==> config.mk <==
export PLATFORM = sky130hd
export DESIGN_NAME = fact_restore_seq
export DESIGN_NICKNAME = d
export VERILOG_FILES = /design/src/rtl/frs_pkg.sv /design/src/rtl/frs_key_check.sv /design/src/rtl/frs_step_seq.sv /design/src/rtl/frs_cfg_write.sv /design/src/rtl/fact_restore_seq.sv
export SDC_FILE = /design/constraint.sdc
export NUM_CORES = 1
export LEC_CHECK = 0
export BUFFER_PORTS_ARGS = -buffer_cell sky130_fd_sc_hd__buf_2
export CAP_MARGIN = 20
export CORE_MARGIN = 3
export CORE_UTILIZATION = 34
export CTS_CLUSTER_SIZE = 14
export DETAILED_ROUTE_END_ITERATION = 8
export PLACE_DENSITY = 0.86
export REMOVE_ABC_BUFFERS = 1
export SLEW_MARGIN = 20
export SYNTH_ARGS = -nofsm -noshare
export SYNTH_HDL_FRONTEND = slang
export SYNTH_HIERARCHICAL = 1
export SYNTH_SLANG_ARGS = --single-unit
==> constraint.sdc <==
create_clock -name clk -period 2.25 [get_ports clk]
set_input_delay 0.225 -clock clk [delete_from_list [all_inputs] [get_ports clk]]
set_output_delay 0.225 -clock clk [all_outputs]
set_load 0.05 [all_outputs]
==> src/rtl/frs_pkg.sv <==
package frs_pkg;
  localparam int WORD_W    = 32;
  localparam int NUM_KEYS  = 3;
  localparam int NUM_STEPS = 6;
  localparam int STAT_W    = 24;

  // step positions whose order is behaviour
  localparam int STEP_PROT  = 2;
  localparam int STEP_FLASH = 4;
  localparam int STEP_BOOT  = 5;

  localparam logic [WORD_W-1:0] PROT_OPEN    = 32'hFFFF_FFFF;
  localparam logic [WORD_W-1:0] BOOT_DEFAULT = 32'hFFFF_FFFE;
  localparam logic [STAT_W-1:0] STAT_PENDING = '1;
  localparam logic [STAT_W-1:0] STAT_CLEARED = '0;

  function automatic logic [WORD_W-1:0] unlock_key(input int pos);
    case (pos)
      0:       unlock_key = 32'h0201_0100;
      1:       unlock_key = 32'h0D08_0503;
      default: unlock_key = 32'h5937_2215;
    endcase
  endfunction

  typedef enum logic [1:0] {SQ_IDLE, SQ_RUN, SQ_FIN} seq_state_t;
endpackage

==> src/rtl/frs_key_check.sv <==
module frs_key_check
  import frs_pkg::*;
#(
  parameter int N_KEYS = NUM_KEYS
) (
  input  logic              clk,
  input  logic              rst_n,
  input  logic              accept,
  input  logic [WORD_W-1:0] word,
  output logic              unlock
);
  localparam int KIDX_W = (N_KEYS > 1) ? $clog2(N_KEYS) : 1;
  localparam logic [KIDX_W-1:0] LAST_POS = KIDX_W'(N_KEYS - 1);

  logic [KIDX_W-1:0] pos_q;
  logic [N_KEYS-1:0] hit_vec;
  logic              match;

  for (genvar g = 0; g < N_KEYS; g++) begin : g_cmp
    assign hit_vec[g] = (pos_q == KIDX_W'(g)) && (word == unlock_key(g));
  end

  assign match  = |hit_vec;
  assign unlock = accept && match && (pos_q == LAST_POS);

  always_ff @(posedge clk or negedge rst_n) begin
    if (!rst_n)
      pos_q <= '0;
    else if (accept) begin
      if (match && pos_q != LAST_POS) pos_q <= pos_q + 1'b1;
      else                            pos_q <= '0;
    end
  end


  no_partial_after_miss_chk: assert property (@(posedge clk) disable iff (!rst_n)
    (accept && !match) |=> (pos_q == '0));
endmodule

==> src/rtl/frs_step_seq.sv <==
module frs_step_seq
  import frs_pkg::*;
#(
  parameter int N_STEPS = NUM_STEPS,
  parameter int ST_W    = STAT_W
) (
  input  logic               clk,
  input  logic               rst_n,
  input  logic               start,
  input  logic [N_STEPS-1:0] step_done,
  output logic [N_STEPS-1:0] step_req,
  output logic               busy,
  output logic               sys_reset,
  output logic [ST_W-1:0]    status_field
);
  localparam int IDX_W = $clog2(N_STEPS);
  localparam logic [IDX_W-1:0] LAST_STEP = IDX_W'(N_STEPS - 1);

  seq_state_t       state_q;
  logic [IDX_W-1:0] cur_q;
  logic [ST_W-1:0]  stat_q;
  logic             cur_done;

  assign cur_done = step_done[cur_q];

  always_ff @(posedge clk or negedge rst_n) begin
    if (!rst_n) begin
      state_q <= SQ_IDLE;
      cur_q   <= '0;
      stat_q  <= ST_W'(STAT_PENDING);
    end else begin
      case (state_q)
        SQ_IDLE: if (start) begin
          state_q <= SQ_RUN;
          cur_q   <= '0;
        end
        SQ_RUN: if (cur_done) begin
          if (cur_q == LAST_STEP) begin
            state_q <= SQ_FIN;
            stat_q  <= ST_W'(STAT_CLEARED);
          end else begin
            cur_q <= cur_q + 1'b1;
          end
        end
        default: state_q <= SQ_IDLE;
      endcase
    end
  end

  for (genvar g = 0; g < N_STEPS; g++) begin : g_req
    assign step_req[g] = (state_q == SQ_RUN) && (cur_q == IDX_W'(g));
  end

  assign busy         = (state_q != SQ_IDLE);
  assign sys_reset    = (state_q == SQ_FIN);
  assign status_field = stat_q;


  one_request_chk: assert property (@(posedge clk) disable iff (!rst_n)
    $onehot0(step_req));

  request_held_chk: assert property (@(posedge clk) disable iff (!rst_n)
    ((step_req != '0) && ((step_req & step_done) == '0)) |=> (step_req == $past(step_req)));

  reset_pulse_chk: assert property (@(posedge clk) disable iff (!rst_n)
    sys_reset |=> !sys_reset);

  status_on_reset_chk: assert property (@(posedge clk) disable iff (!rst_n)
    sys_reset |-> (status_field == '0));

  busy_on_reset_chk: assert property (@(posedge clk) disable iff (!rst_n)
    sys_reset |-> busy);
endmodule

==> src/rtl/frs_cfg_write.sv <==
module frs_cfg_write
  import frs_pkg::*;
#(
  parameter int N_STEPS = NUM_STEPS
) (
  input  logic               clk,
  input  logic               rst_n,
  input  logic [N_STEPS-1:0] step_req,
  output logic               prot_wr_en,
  output logic [WORD_W-1:0]  prot_wr_data,
  output logic               boot_wr_en,
  output logic [WORD_W-1:0]  boot_wr_data
);
  assign prot_wr_en   = step_req[STEP_PROT];
  assign prot_wr_data = PROT_OPEN;
  assign boot_wr_en   = step_req[STEP_BOOT];
  assign boot_wr_data = BOOT_DEFAULT;

  logic prot_seen_q;
  always_ff @(posedge clk or negedge rst_n) begin
    if (!rst_n)           prot_seen_q <= 1'b0;
    else if (step_req[0]) prot_seen_q <= 1'b0;
    else if (prot_wr_en)  prot_seen_q <= 1'b1;
  end


  open_before_erase_chk: assert property (@(posedge clk) disable iff (!rst_n)
    step_req[STEP_FLASH] |-> prot_seen_q);
endmodule

==> src/rtl/fact_restore_seq.sv <==
module fact_restore_seq
  import frs_pkg::*;
(
  input  logic                 clk,
  input  logic                 rst_n,
  input  logic                 key_valid,
  output logic                 key_ready,
  input  logic [WORD_W-1:0]    key_data,
  output logic [NUM_STEPS-1:0] step_req,
  input  logic [NUM_STEPS-1:0] step_done,
  output logic                 prot_wr_en,
  output logic [WORD_W-1:0]    prot_wr_data,
  output logic                 boot_wr_en,
  output logic [WORD_W-1:0]    boot_wr_data,
  output logic [STAT_W-1:0]    status_field,
  output logic                 busy,
  output logic                 sys_reset
);
  logic accept;
  logic unlock;

  assign key_ready = !busy;
  assign accept    = key_valid && key_ready;

  frs_key_check #(.N_KEYS(NUM_KEYS)) u_key (
    .clk(clk), .rst_n(rst_n), .accept(accept), .word(key_data), .unlock(unlock)
  );

  frs_step_seq #(.N_STEPS(NUM_STEPS), .ST_W(STAT_W)) u_seq (
    .clk(clk), .rst_n(rst_n), .start(unlock), .step_done(step_done),
    .step_req(step_req), .busy(busy), .sys_reset(sys_reset),
    .status_field(status_field)
  );

  frs_cfg_write #(.N_STEPS(NUM_STEPS)) u_cfg (
    .clk(clk), .rst_n(rst_n), .step_req(step_req),
    .prot_wr_en(prot_wr_en), .prot_wr_data(prot_wr_data),
    .boot_wr_en(boot_wr_en), .boot_wr_data(boot_wr_data)
  );


  no_take_while_busy_chk: assert property (@(posedge clk) disable iff (!rst_n)
    busy |-> !key_ready);

  unlock_starts_chain_chk: assert property (@(posedge clk) disable iff (!rst_n)
    unlock |=> (step_req == NUM_STEPS'(1)));
endmodule

After elaboration in Yosys (flattened, before gate mapping)
Cells that the tools add are included.

word-level totals
  register bits = 31
  bits in latches = 0
  bits in writable memories = 0
  bits in read-only memories = 0
  bits of input ports = 41
  output and inout bits = 99
  word-level logic and storage cells = 58
  memories = 0

operators by class
  $add $sub $neg = 2
  multiply operators = 0
  divide/modulo/power cells = 0
  $lt $le $gt $ge = 1
  equal/unequal tests = 17
  shifts and indexed selects = 0
  multiplexer cells = 11
  bitwise operators = 0
  reduce and logical (&&, ||, !) cells = 23

operator list
  kind                                                   number
  equality test 32 x 26 -> 1 bit, second input constant  1
  equality test 32 x 28 -> 1 bit, second input constant  1
  equality test 32 x 31 -> 1 bit, second input constant  1
  logical AND 1 bit                                      13
  two-way mux 3 bit                                      3
  two-way mux 2 bit                                      4
  != test 2 bit, second input constant                   4
  equality test 3 x 2 -> 1 bit, second input constant    2
  equality test 3 bit, second input constant             2
  case mux 3 bit (2 select lines)                        1
  AND reduction 3 bit                                    2
  equality test 2 x 1 -> 1 bit, second input constant    2
  equality test 2 bit, second input constant             2
  zero test 2 bit                                        2
  < comparator 3 x 4 -> 1 bit, second input constant     1
  case mux 2 bit (2 select lines)                        1
  AND reduction 4 bit                                    1
  nonzero test 2 bit                                     2
  adder 3 x 1 -> 3 bit, second input constant            1
  binary-select mux 1 bit (select 3 bit)                 1
  equality test 3 x 1 -> 1 bit, second input constant    1
  zero test 3 bit                                        1
  OR reduction 3 bit                                     1
  adder 2 x 1 -> 2 bit, second input constant            1
  other kinds (3)                                        3

Depth between registers and ports, before layout
Gate-level depths: netlist of run 1.

  word-level depth = 7
  gate-level depth with buffers = 10
  depth with buffers taken out = 10

Hierarchy
Netlist of run 1, hierarchy kept.

by module, submodules not included
  module            instances  cells each  area an instance (um^2)  seq. area each (um^2)
  frs_step_seq      1          76          659.4                    151.4
  frs_cfg_write     1          68          503.0                    0.0
  frs_key_check     1          35          311.5                    50.0
  fact_restore_seq  1          2           10.0                     0.0

Least setup slack after synthesis of run 1
Ideal clock, no wire load.

  path type = register to register
  start point = register u_seq.state_q[0]
  end point = register u_seq.cur_q[2]
  setup time = 0.128 ns
  arrival time = 2.157 ns
  data required time = 2.122 ns
  setup slack = -0.035 ns
  stages on the path, launching flop included = 11
  path buffers = 1
  clock period less this slack = 2.285 ns
  cells stage by stage = dfrtp_1 -> clkbuf_1 -> or2_2 -> nor2b_1 -> nor4b_2 -> nand4_1 -> a211oi_2 -> nor2b_1 -> a41oi_1 -> o21ai_0 -> o31ai_1

between the ends
  word-level cells in the longest chain between the ends = 7
  elaborated cells between the ends (all ways) = 13
  classes of those cells = 4 x eq/ne; 1 x mux; 8 x reduce/logical

RTL lines
  element                               line                    RTL
  start: declaration                    frs_step_seq.sv:19      seq_state_t state_q;
  start signal: assignment              frs_step_seq.sv:28      state_q <= SQ_IDLE;
  start signal: assignment              frs_step_seq.sv:34      state_q <= SQ_RUN;
  start signal: assignment              frs_step_seq.sv:39      state_q <= SQ_FIN;
  nonzero test 2 bit                    frs_step_seq.sv:54      assign busy = (state_q != SQ_IDLE);
  net busy                              fact_restore_seq.sv:16  output logic busy,
  zero test 1 bit                       fact_restore_seq.sv:22  assign key_ready = !busy;
  logical AND 1 bit                     fact_restore_seq.sv:23  assign accept = key_valid && key_ready;
  net accept                            fact_restore_seq.sv:19  logic accept;
  logical AND 1 bit (2 in series)       frs_key_check.sv:24     assign unlock = accept && match && (pos_q == LAST_POS);
  net unlock                            fact_restore_seq.sv:20  logic unlock;
  != test 2 bit (no source line)        -
  AND reduction 4 bit (no source line)  -
  end signal: assignment                frs_step_seq.sv:42      cur_q <= cur_q + 1'b1;
  end: declaration                      frs_step_seq.sv:20      logic [IDX_W-1:0] cur_q;

The timed path passes the listed nets, and every way through them passes these cells.
A chain may end at the register's enable or synchronous reset.

Final worst setup path of run 1
  start point = register u_seq.state_q[1]
  end point = register u_seq.cur_q[1]

between the ends
  word-level cells in the longest chain between the ends = 7
  elaborated cells between the ends (all ways) = 13
  classes of those cells = 4 x eq/ne; 1 x mux; 8 x reduce/logical

RTL lines
  element                               line
  nonzero test 2 bit                    frs_step_seq.sv:54
  zero test 1 bit                       fact_restore_seq.sv:22
  logical AND 1 bit                     fact_restore_seq.sv:23
  net accept                            fact_restore_seq.sv:19
  logical AND 1 bit (2 in series)       frs_key_check.sv:24
  net unlock                            fact_restore_seq.sv:20
  != test 2 bit (no source line)        -
  AND reduction 4 bit (no source line)  -

The timed path passes the listed nets, and every way through them passes these cells.

==> reports/results.md, run 1 <==
| Quantity | Reported | Unit |
| --- | --- | --- |
| Worst setup path category | reg2reg | - |
| Placement Setup Slack | 0.04337 | ns |
| Post-synthesis cell area | 0.001484 | sq mm |
| Crit path max-delay cell type | sky130_fd_sc_hd__dfrtp_1 | - |
| Avg WL per Cell | 10.61 | microns |
| # rows | 23 | - |
| Vertical extent of the die | 72.07 | microns |
| DP Area | 0.001486 | sq mm |
| Max Transition Viols Final | 0 | - |
| Layout Nets | 285 | - |
| Placer's final routability congestion estimate | 0.8609 | - |
| Slowest stage delay, CP | 0.36 | ns |
| CTS root buffer | sky130_fd_sc_hd__clkbuf_8 | - |
| Cell count after synthesis | 181 | - |
| Chain of cells forming the critical path | or2_2, nor2b_4, nor4b_2, nand4_1, a211oi_2, nor2b_2, a41oi_1, o21ai_0, o31ai_1 | - |
| Vias | 1191 | - |
| Post-synthesis compound-gate area fraction | 0.07841 | - |
| Post-synthesis cell type count | 39 | - |
| Fin crit period | 2.062 | ns |
| Arithmetic-cell share of the synthesized area counting full adders, half adders and majority gates | 0.06745 | - |
| Cell accounting for the most synthesized area | sky130_fd_sc_hd__buf_4 | - |
| Count of TritonRoute iterations in the first routing pass | 4 | - |
| Endpoint required time on the critical path | 2.35 | ns |
| I/O pins | 140 | - |
| Post-synthesis simple-gate area fraction | 0.2024 | - |
| Pin count of the biggest net entering global routing | 26 | - |
| Share of cells above drive strength 1 | 0.3957 | - |
| Number of global-route vias before repair | 1020 | - |
| Post-synthesis sequential area ratio | 0.1358 | - |
| Worst-path clk slew | 0.04 | ns |
| GRT Util Overall | 0.1049 | - |
| Slack of the critical path | 0.1881 | ns |
| N_diodes | 0 | - |
| Initial antenna violation count | 0 | - |
| Number of routed nets with antenna violations | 0 | - |
| Area of the die | 0.005193 | sq mm |
| Multiplexer share of the synthesized area | 0.02782 | - |
| CP arrival | 2.16 | ns |
| Cell family with most CP delay | simple AND/OR/NAND/NOR gates | - |
| Largest family of logic cells by synthesized area | buffers and inverters | - |
| Area of all placed cells without fillers | 0.001559 | sq mm |
| Count of routing violations after the opening detailed-route iteration | 24 | - |
| CTS buffer count | 3 | - |
| Post-route clock period utilization | 0.9164 | - |
| Clk Latency, worst-skew pair | 0.23 | ns |
| Count of input and output buffers | 75 | - |
| Area overhead of the layout relative to synthesis | 5.059 | % |
| Worst min-delay path category | in2async | - |
| Wire length of the first global-routing pass | 4457 | microns |
| Count of warnings emitted by yosys | 6 | - |
| Highest-count cells in the layout ignoring fill and taps | sky130_fd_sc_hd__buf_2 (75), sky130_fd_sc_hd__conb_1 (64), sky130_fd_sc_hd__inv_1 (9) | - |
| Initial Utilization | 0.3606 | - |
| Cell leakage power | 0.8965 | nW |
| Final wirelength | 3025 | microns |
| Max Cap Violations | 0 | - |
| Detailed-placement wirelength estimate | 2640 | microns |
| Number of endpoints failing setup at the final stage | 0 | - |
| Maximum clock rate | 485.0 | MHz |
| Area share of the largest cell type after synthesis | 0.4503 | - |
| Number of levels the H-tree was split into | 1 | - |
| Yosys reg bits | 8 | - |
| Smallest hold slack | 0.3577 | ns |
| Most common library cell in the layout ignoring fill and taps | sky130_fd_sc_hd__buf_2 | - |
| Bufs on Longest Clock Path | 2 | - |
| Area of the core | 0.004115 | sq mm |
| Synth Area in XOR/XNOR | 0 | - |
| Run status | completed | - |
| CP bufs+invs | 0 | - |
| CTS tree | built | - |
| Number of non-filler instances in the completed layout | 285 | - |
| Final core utilization | 0.3788 | - |
| Clk_skew | 0.002982 | ns |
| Total grt overflow | 0 | - |
| Die Wd | 72.07 | microns |
| Remaining DRCs | 0 | - |
| Mean instance size in the synthesized netlist | 8.198 | sq um |
| Power per unit of standard cell area | 396.2 | mW/mm^2 |
| Number of clock sinks seen by CTS | 8 | - |
| Detailed-route vias per instance | 4.179 | - |
| Top area cells in the synthesized netlist | sky130_fd_sc_hd__buf_4 (45%), sky130_fd_sc_hd__dfrtp_1 (12%), sky130_fd_sc_hd__ha_1 (6.7%) | - |
| CP max FO | 3 | - |
| Type of origin of the critical path | flip-flop | - |
| Critical Path End Type | flip-flop | - |
| Maximum vdd ir drop | 0.2209 | mV |
| Total instance count after detailed placement | 279 | - |
| Final hold violations | 0 | - |
==> power breakdown <==
group          switching (mW)  total, mW  internal (mW)
logic                   0.259      0.296         0.0369
clock network          0.0544      0.177          0.123
registers       0.00000000116      0.145          0.145
==> cells by family after synthesis <==
logic type                 Yosys count
muxes                                3
DFF                                  8
AOI/OAI and AO/OA                   14
buffers and inverters              100
adders and majority gates            8
and+or+nand+nor                     46
other                                2
==> worst reg2reg max path, stage by stage, from the launching register on <==
cell                       delay (ns)
sky130_fd_sc_hd__dfrtp_1         0.36
sky130_fd_sc_hd__or2_2           0.34
sky130_fd_sc_hd__nor2b_4         0.14
sky130_fd_sc_hd__nor4b_2         0.19
sky130_fd_sc_hd__nand4_1         0.15
sky130_fd_sc_hd__a211oi_2        0.22
sky130_fd_sc_hd__nor2b_2         0.21
sky130_fd_sc_hd__a41oi_1         0.05
sky130_fd_sc_hd__o21ai_0         0.19
sky130_fd_sc_hd__o31ai_1         0.10
==> path summary, 6_finish.rpt <==
| check | start | end | slack [ns] | cells past startpoint |
|---|---|---|---|---|
| setup / recovery | u_seq/state_q[1]$_DFFE_PN0P_ | u_seq/cur_q[1]$_DFFE_PN0P_ | 0.19 | 9 |
| min in group clk | key_valid | u_key/pos_q[0]$_DFFE_PN0P_ | 0.36 | 3 |
| hold reg to reg | u_seq/status_field[22]$_DFFE_PN1P_ | u_seq/status_field[22]$_DFFE_PN1P_ | 0.61 | 1 |
| max in group asynchronous | rst_n | u_seq/status_field[22]$_DFFE_PN1P_ | 1.65 | 2 |
| hold / removal | rst_n | u_key/pos_q[1]$_DFFE_PN0P_ | 0.36 | 2 |
| setup reg to reg | u_seq/state_q[1]$_DFFE_PN0P_ | u_seq/cur_q[1]$_DFFE_PN0P_ | 0.19 | 9 |
==> Yosys cell counts, drive strengths merged <==
| library cell | n |
|---|---|
| o22ai | 2 |
| nor3b | 1 |
| a222oi | 1 |
| conb | 2 |
| nor4b | 4 |
| and2 | 1 |
| clkbuf | 1 |
| or2 | 2 |
| nand2 | 3 |
| inv | 9 |
| nand2b | 1 |
| nand3b | 1 |
| and3 | 3 |
| nand4 | 2 |
| o21bai | 1 |
| ha | 8 |
| or3 | 1 |
| nor2 | 7 |
| nand3 | 1 |
| dfstp | 1 |
| mux2 | 3 |
| nor2b | 7 |
| and4b | 1 |
| nand4b | 4 |
| o311ai | 1 |
| nor4 | 2 |
| o21ai | 2 |
| buf | 90 |
| o31ai | 2 |
| a41oi | 2 |
| o211ai | 1 |
| a211oi | 1 |
| nor3 | 5 |
| o2111ai | 1 |
| dfrtp | 7 |
==> per-layer routing <==
layer  GRT usage  routed length, microns  vias to the layer above
li1            -                       -                      562
met1      0.1119                     987                      556
met2      0.2063                    1734                       73
met3     0.03047                     304                        0
met4     0.01253                       0                        0
met5           0                       0                        -
==> timing repair <==
item | 4_1_cts | 5_1_grt
hold buffers | 1 | 0
endpoints found under the hold margin | 7 | 0
endpoints found under the setup margin | 0 | 2
setup buffers | 0 | 1
gates resized for setup | 0 | 4
==> area by class of cell <==
class	instances	area, sq um
flip-flops and latches	8	201.4
repair buffers	79	407.9
well taps	50	62.56
inverters	9	33.78
multi-input cells	135	808.3
clock buffers	4	45.04
fillers	452	2556
==> sequential cells by signal, indices dropped and copies added, names as in the netlist <==
register,cells
u_seq/cur_q,3
u_key/pos_q,2
u_seq/state_q,2
u_seq/status_field,1
==> metrics by stage <==
| stage | setup TNS, ns | power, mW |
|---|---|---|
| 2_1_floorplan | -61.66 | 0.3922 |
| 3_3_place_gp | 0 | 0.4353 |
| 3_5_place_dp | 0 | 0.4368 |
| 4_1_cts | 0 | 0.6233 |
| 5_1_grt | -0.002018 | 0.6480 |
| 6_report | 0 | 0.6177 |
(Power assumes the default switching activity.)
==> run 2, diff against run 1 <==
--- a/config.mk
+++ b/config.mk
@@ -8,10 +8,10 @@
 export BUFFER_PORTS_ARGS = -buffer_cell sky130_fd_sc_hd__buf_2
 export CAP_MARGIN = 20
 export CORE_MARGIN = 3
-export CORE_UTILIZATION = 34
+export CORE_UTILIZATION = 37
 export CTS_CLUSTER_SIZE = 14
 export DETAILED_ROUTE_END_ITERATION = 8
-export PLACE_DENSITY = 0.86
+export PLACE_DENSITY = 0.89
 export REMOVE_ABC_BUFFERS = 1
 export SLEW_MARGIN = 20
 export SYNTH_ARGS = -nofsm -noshare
==> constraint.sdc (replaced) <==
create_clock -name clk -period 1.9 [get_ports clk]
set_input_delay 0.19 -clock clk [delete_from_list [all_inputs] [get_ports clk]]
set_output_delay 0.19 -clock clk [all_outputs]
set_load 0.05 [all_outputs]
==> reports/results.md, run 2 (synthesized netlist as in run 1, its figures left out) <==
| Quantity | Reported | Unit |
| --- | --- | --- |
| Wire length of the first global-routing pass | 4422 | microns |
| Slowest stage delay, CP | 0.37 | ns |
| Bufs on Longest Clock Path | 2 | - |
| R2r worst-path depth | 9 | - |
| Chain of cells forming the critical path | or2_4, nor2b_4, nor4b_4, nand4_1, a211oi_2, nor2b_4, a41oi_1, o21ai_1, o31ai_1 | - |
| Number of levels the H-tree was split into | 1 | - |
| CP arrival | 2.11 | ns |
| Post-route clock period utilization | 1.056 | - |
| Detailed-placement wirelength estimate | 2657 | microns |
| CP max FO | 3 | - |
| Total grt overflow | 0 | - |
| Crit path max-delay cell type | sky130_fd_sc_hd__dfrtp_1 | - |
| Die Wd | 69.33 | microns |
| Startpoint of the lowest-slack register-to-register path | u_seq/state_q[0]$_DFFE_PN0P_ | - |
| Clk_skew | 0.006296 | ns |
| Global-route met1 utilization | 0.1118 | - |
| Most repeated library cell on the critical path | sky130_fd_sc_hd__nor2b_4 | - |
| Worst min-delay path category | in2async | - |
| Clk Latency, worst-skew pair | 0.23 | ns |
| Area of the core | 0.003771 | sq mm |
| Pin count of the biggest net entering global routing | 26 | - |
| Placer's final routability congestion estimate | 0.8541 | - |
| Avg WL per Cell | 10.50 | microns |
| Worst-path clk slew | 0.04 | ns |
| Maximum clock rate | 498.5 | MHz |
| Filler Cell Count | 373 | - |
| CTS root buffer | sky130_fd_sc_hd__clkbuf_8 | - |
| Met3 track demand over resource | 0.02899 | - |
| Final hold violations | 0 | - |
| I/O pins | 140 | - |
| Cell family with most CP delay | simple AND/OR/NAND/NOR gates | - |
| Count of routing violations after the opening detailed-route iteration | 36 | - |
| N_diodes | 0 | - |
| Run status | finished with violations | - |
| Number of routed nets with antenna violations | 0 | - |
| Final core utilization | 0.4343 | - |
| Reg2reg end | u_seq/cur_q[1]$_DFFE_PN0P_ | - |
| Detailed-route vias per instance | 4.117 | - |
| # rows | 22 | - |
| CTS buffer count | 3 | - |
| Setup repair after global routing missed its margin | yes | - |
| Count of input and output buffers | 75 | - |
| Layout Nets | 292 | - |
| Met2 track demand over resource | 0.2108 | - |
| Max Cap Violations | 0 | - |
| Smallest hold slack | 0.3253 | ns |
| Vertical extent of the die | 69.33 | microns |
| Number of global-route vias before repair | 1053 | - |
| Number of clock sinks seen by CTS | 8 | - |
| Critical Path End Type | flip-flop | - |
| Peak-usage layer in the global routing report | met2 | - |
| Violations in the final reports | setup timing | - |
| Number of non-filler instances in the completed layout | 290 | - |
| Count of TritonRoute iterations in the first routing pass | 4 | - |
| Slack of the critical path | -0.1061 | ns |
| Number of endpoints failing setup at the final stage | 2 | - |
| Number of flip-flops under the largest register name | 3 | - |
| Remaining DRCs | 0 | - |
| Area of the die | 0.004807 | sq mm |
| Largest registers | u_seq/cur_q (3), u_key/pos_q (2), u_seq/state_q (2) | - |
| Placement Setup Slack | -0.2382 | ns |
| Cell leakage power | 0.9357 | nW |
| Final wirelength | 3045 | microns |
| Endpoint required time on the critical path | 2.01 | ns |
| Total chip power | 740.3 | uW |
| Total instance count after detailed placement | 284 | - |
| GRT Util Overall | 0.1117 | - |
| Initial antenna violation count | 0 | - |
| Fin crit period | 2.006 | ns |
| Vias | 1194 | - |
| Share of cells above drive strength 1 | 0.4256 | - |
| Power per unit of standard cell area | 452.0 | mW/mm^2 |
| Initial Utilization | 0.3935 | - |
| Biggest register | u_seq/cur_q | - |
| Max Transition Viols Final | 0 | - |
| Type of origin of the critical path | flip-flop | - |
| Maximum vdd ir drop | 0.3423 | mV |
| CTS tree | built | - |
| Setup slack, reg-to-reg | -0.11 | ns |
| Most common library cell in the layout ignoring fill and taps | sky130_fd_sc_hd__buf_2 | - |
| Highest-count cells in the layout ignoring fill and taps | sky130_fd_sc_hd__buf_2 (75), sky130_fd_sc_hd__conb_1 (64), sky130_fd_sc_hd__buf_4 (10) | - |
| CP bufs+invs | 0 | - |
| Area overhead of the layout relative to synthesis | 10.37 | % |
| Worst setup path category | reg2reg | - |
## run 2: cell count changes in the layout (fill, tap and decap cells not counted), sizes merged
cell / previous run / this run
buf: 78 / 85
## run 2: timing repair
item,in CTS,in global routing
endpoints found under the setup margin,3,3
buffers inserted,0,1
gates resized for setup,7,4
pin swaps,3,5
hold buffers,1,0
hold endpoints to repair,7,0
## run 2: per-stage QoR
stage               area [sq um]  setup TNS, ns
global placement            1536        -0.2046
CTS                         1609       -0.03012
detailed placement          1536        -0.4664
global route                1638        -0.5063
floorplan                   1033         -71.03
finish                      1638        -0.1909
## run 2: where the power goes
| group | internal [mW] | switching (mW) |
|---|---|---|
| logic | 0.0471 | 0.309 |
| registers | 0.171 | 0.000000000994 |
| clock network | 0.145 | 0.0679 |
| total | 0.364 | 0.376 |
## run 2: how the worst max path moves through the flow
stage / end / from / slack [ns] / cells past startpoint
5_1_grt: u_seq/cur_q[1]$_DFFE_PN0P_ / u_seq/state_q[0]$_DFFE_PN0P_ / -0.24 / 9
3_5_place_dp: u_seq/cur_q[2]$_DFFE_PN0P_ / u_seq/state_q[1]$_DFFE_PN0P_ / -0.24 / 9
3_3_place_gp: u_seq/cur_q[2]$_DFFE_PN0P_ / u_seq/state_q[1]$_DFFE_PN0P_ / -0.10 / 9
6_report: u_seq/cur_q[1]$_DFFE_PN0P_ / u_seq/state_q[0]$_DFFE_PN0P_ / -0.11 / 9
4_1_cts: u_seq/cur_q[2]$_DFFE_PN0P_ / u_seq/state_q[1]$_DFFE_PN0P_ / -0.03 / 9
2_1_floorplan: u_seq/status_field[22]$_DFFE_PN1P_ / u_seq/status_field[22]$_DFFE_PN1P_ / -3.04 / 1
## run 2: cell type report
cell class              count  area [sq um]  area share
clock buffers               4         45.04     0.02750
repair buffers             86         460.4      0.2811
multi-input cells         135         837.1      0.5111
inverters                   9         33.78     0.02063
flip-flops and latches      8         201.4      0.1230
well taps                  48         60.06     0.03667
## run 2: layer usage
metal,wire length (microns),up-vias,share of wire
li1,-,576,-
met1,1060,546,0.35
met2,1633,66,0.54
met3,289,6,0.095
met4,61,0,0.020
met5,0,-,0
## run 2: worst register-to-register path: cells and delay by family (launching register included)
family	cells	cell delay (ns)
simple gates	5	0.96
compound gates	4	0.56
flops	1	0.37
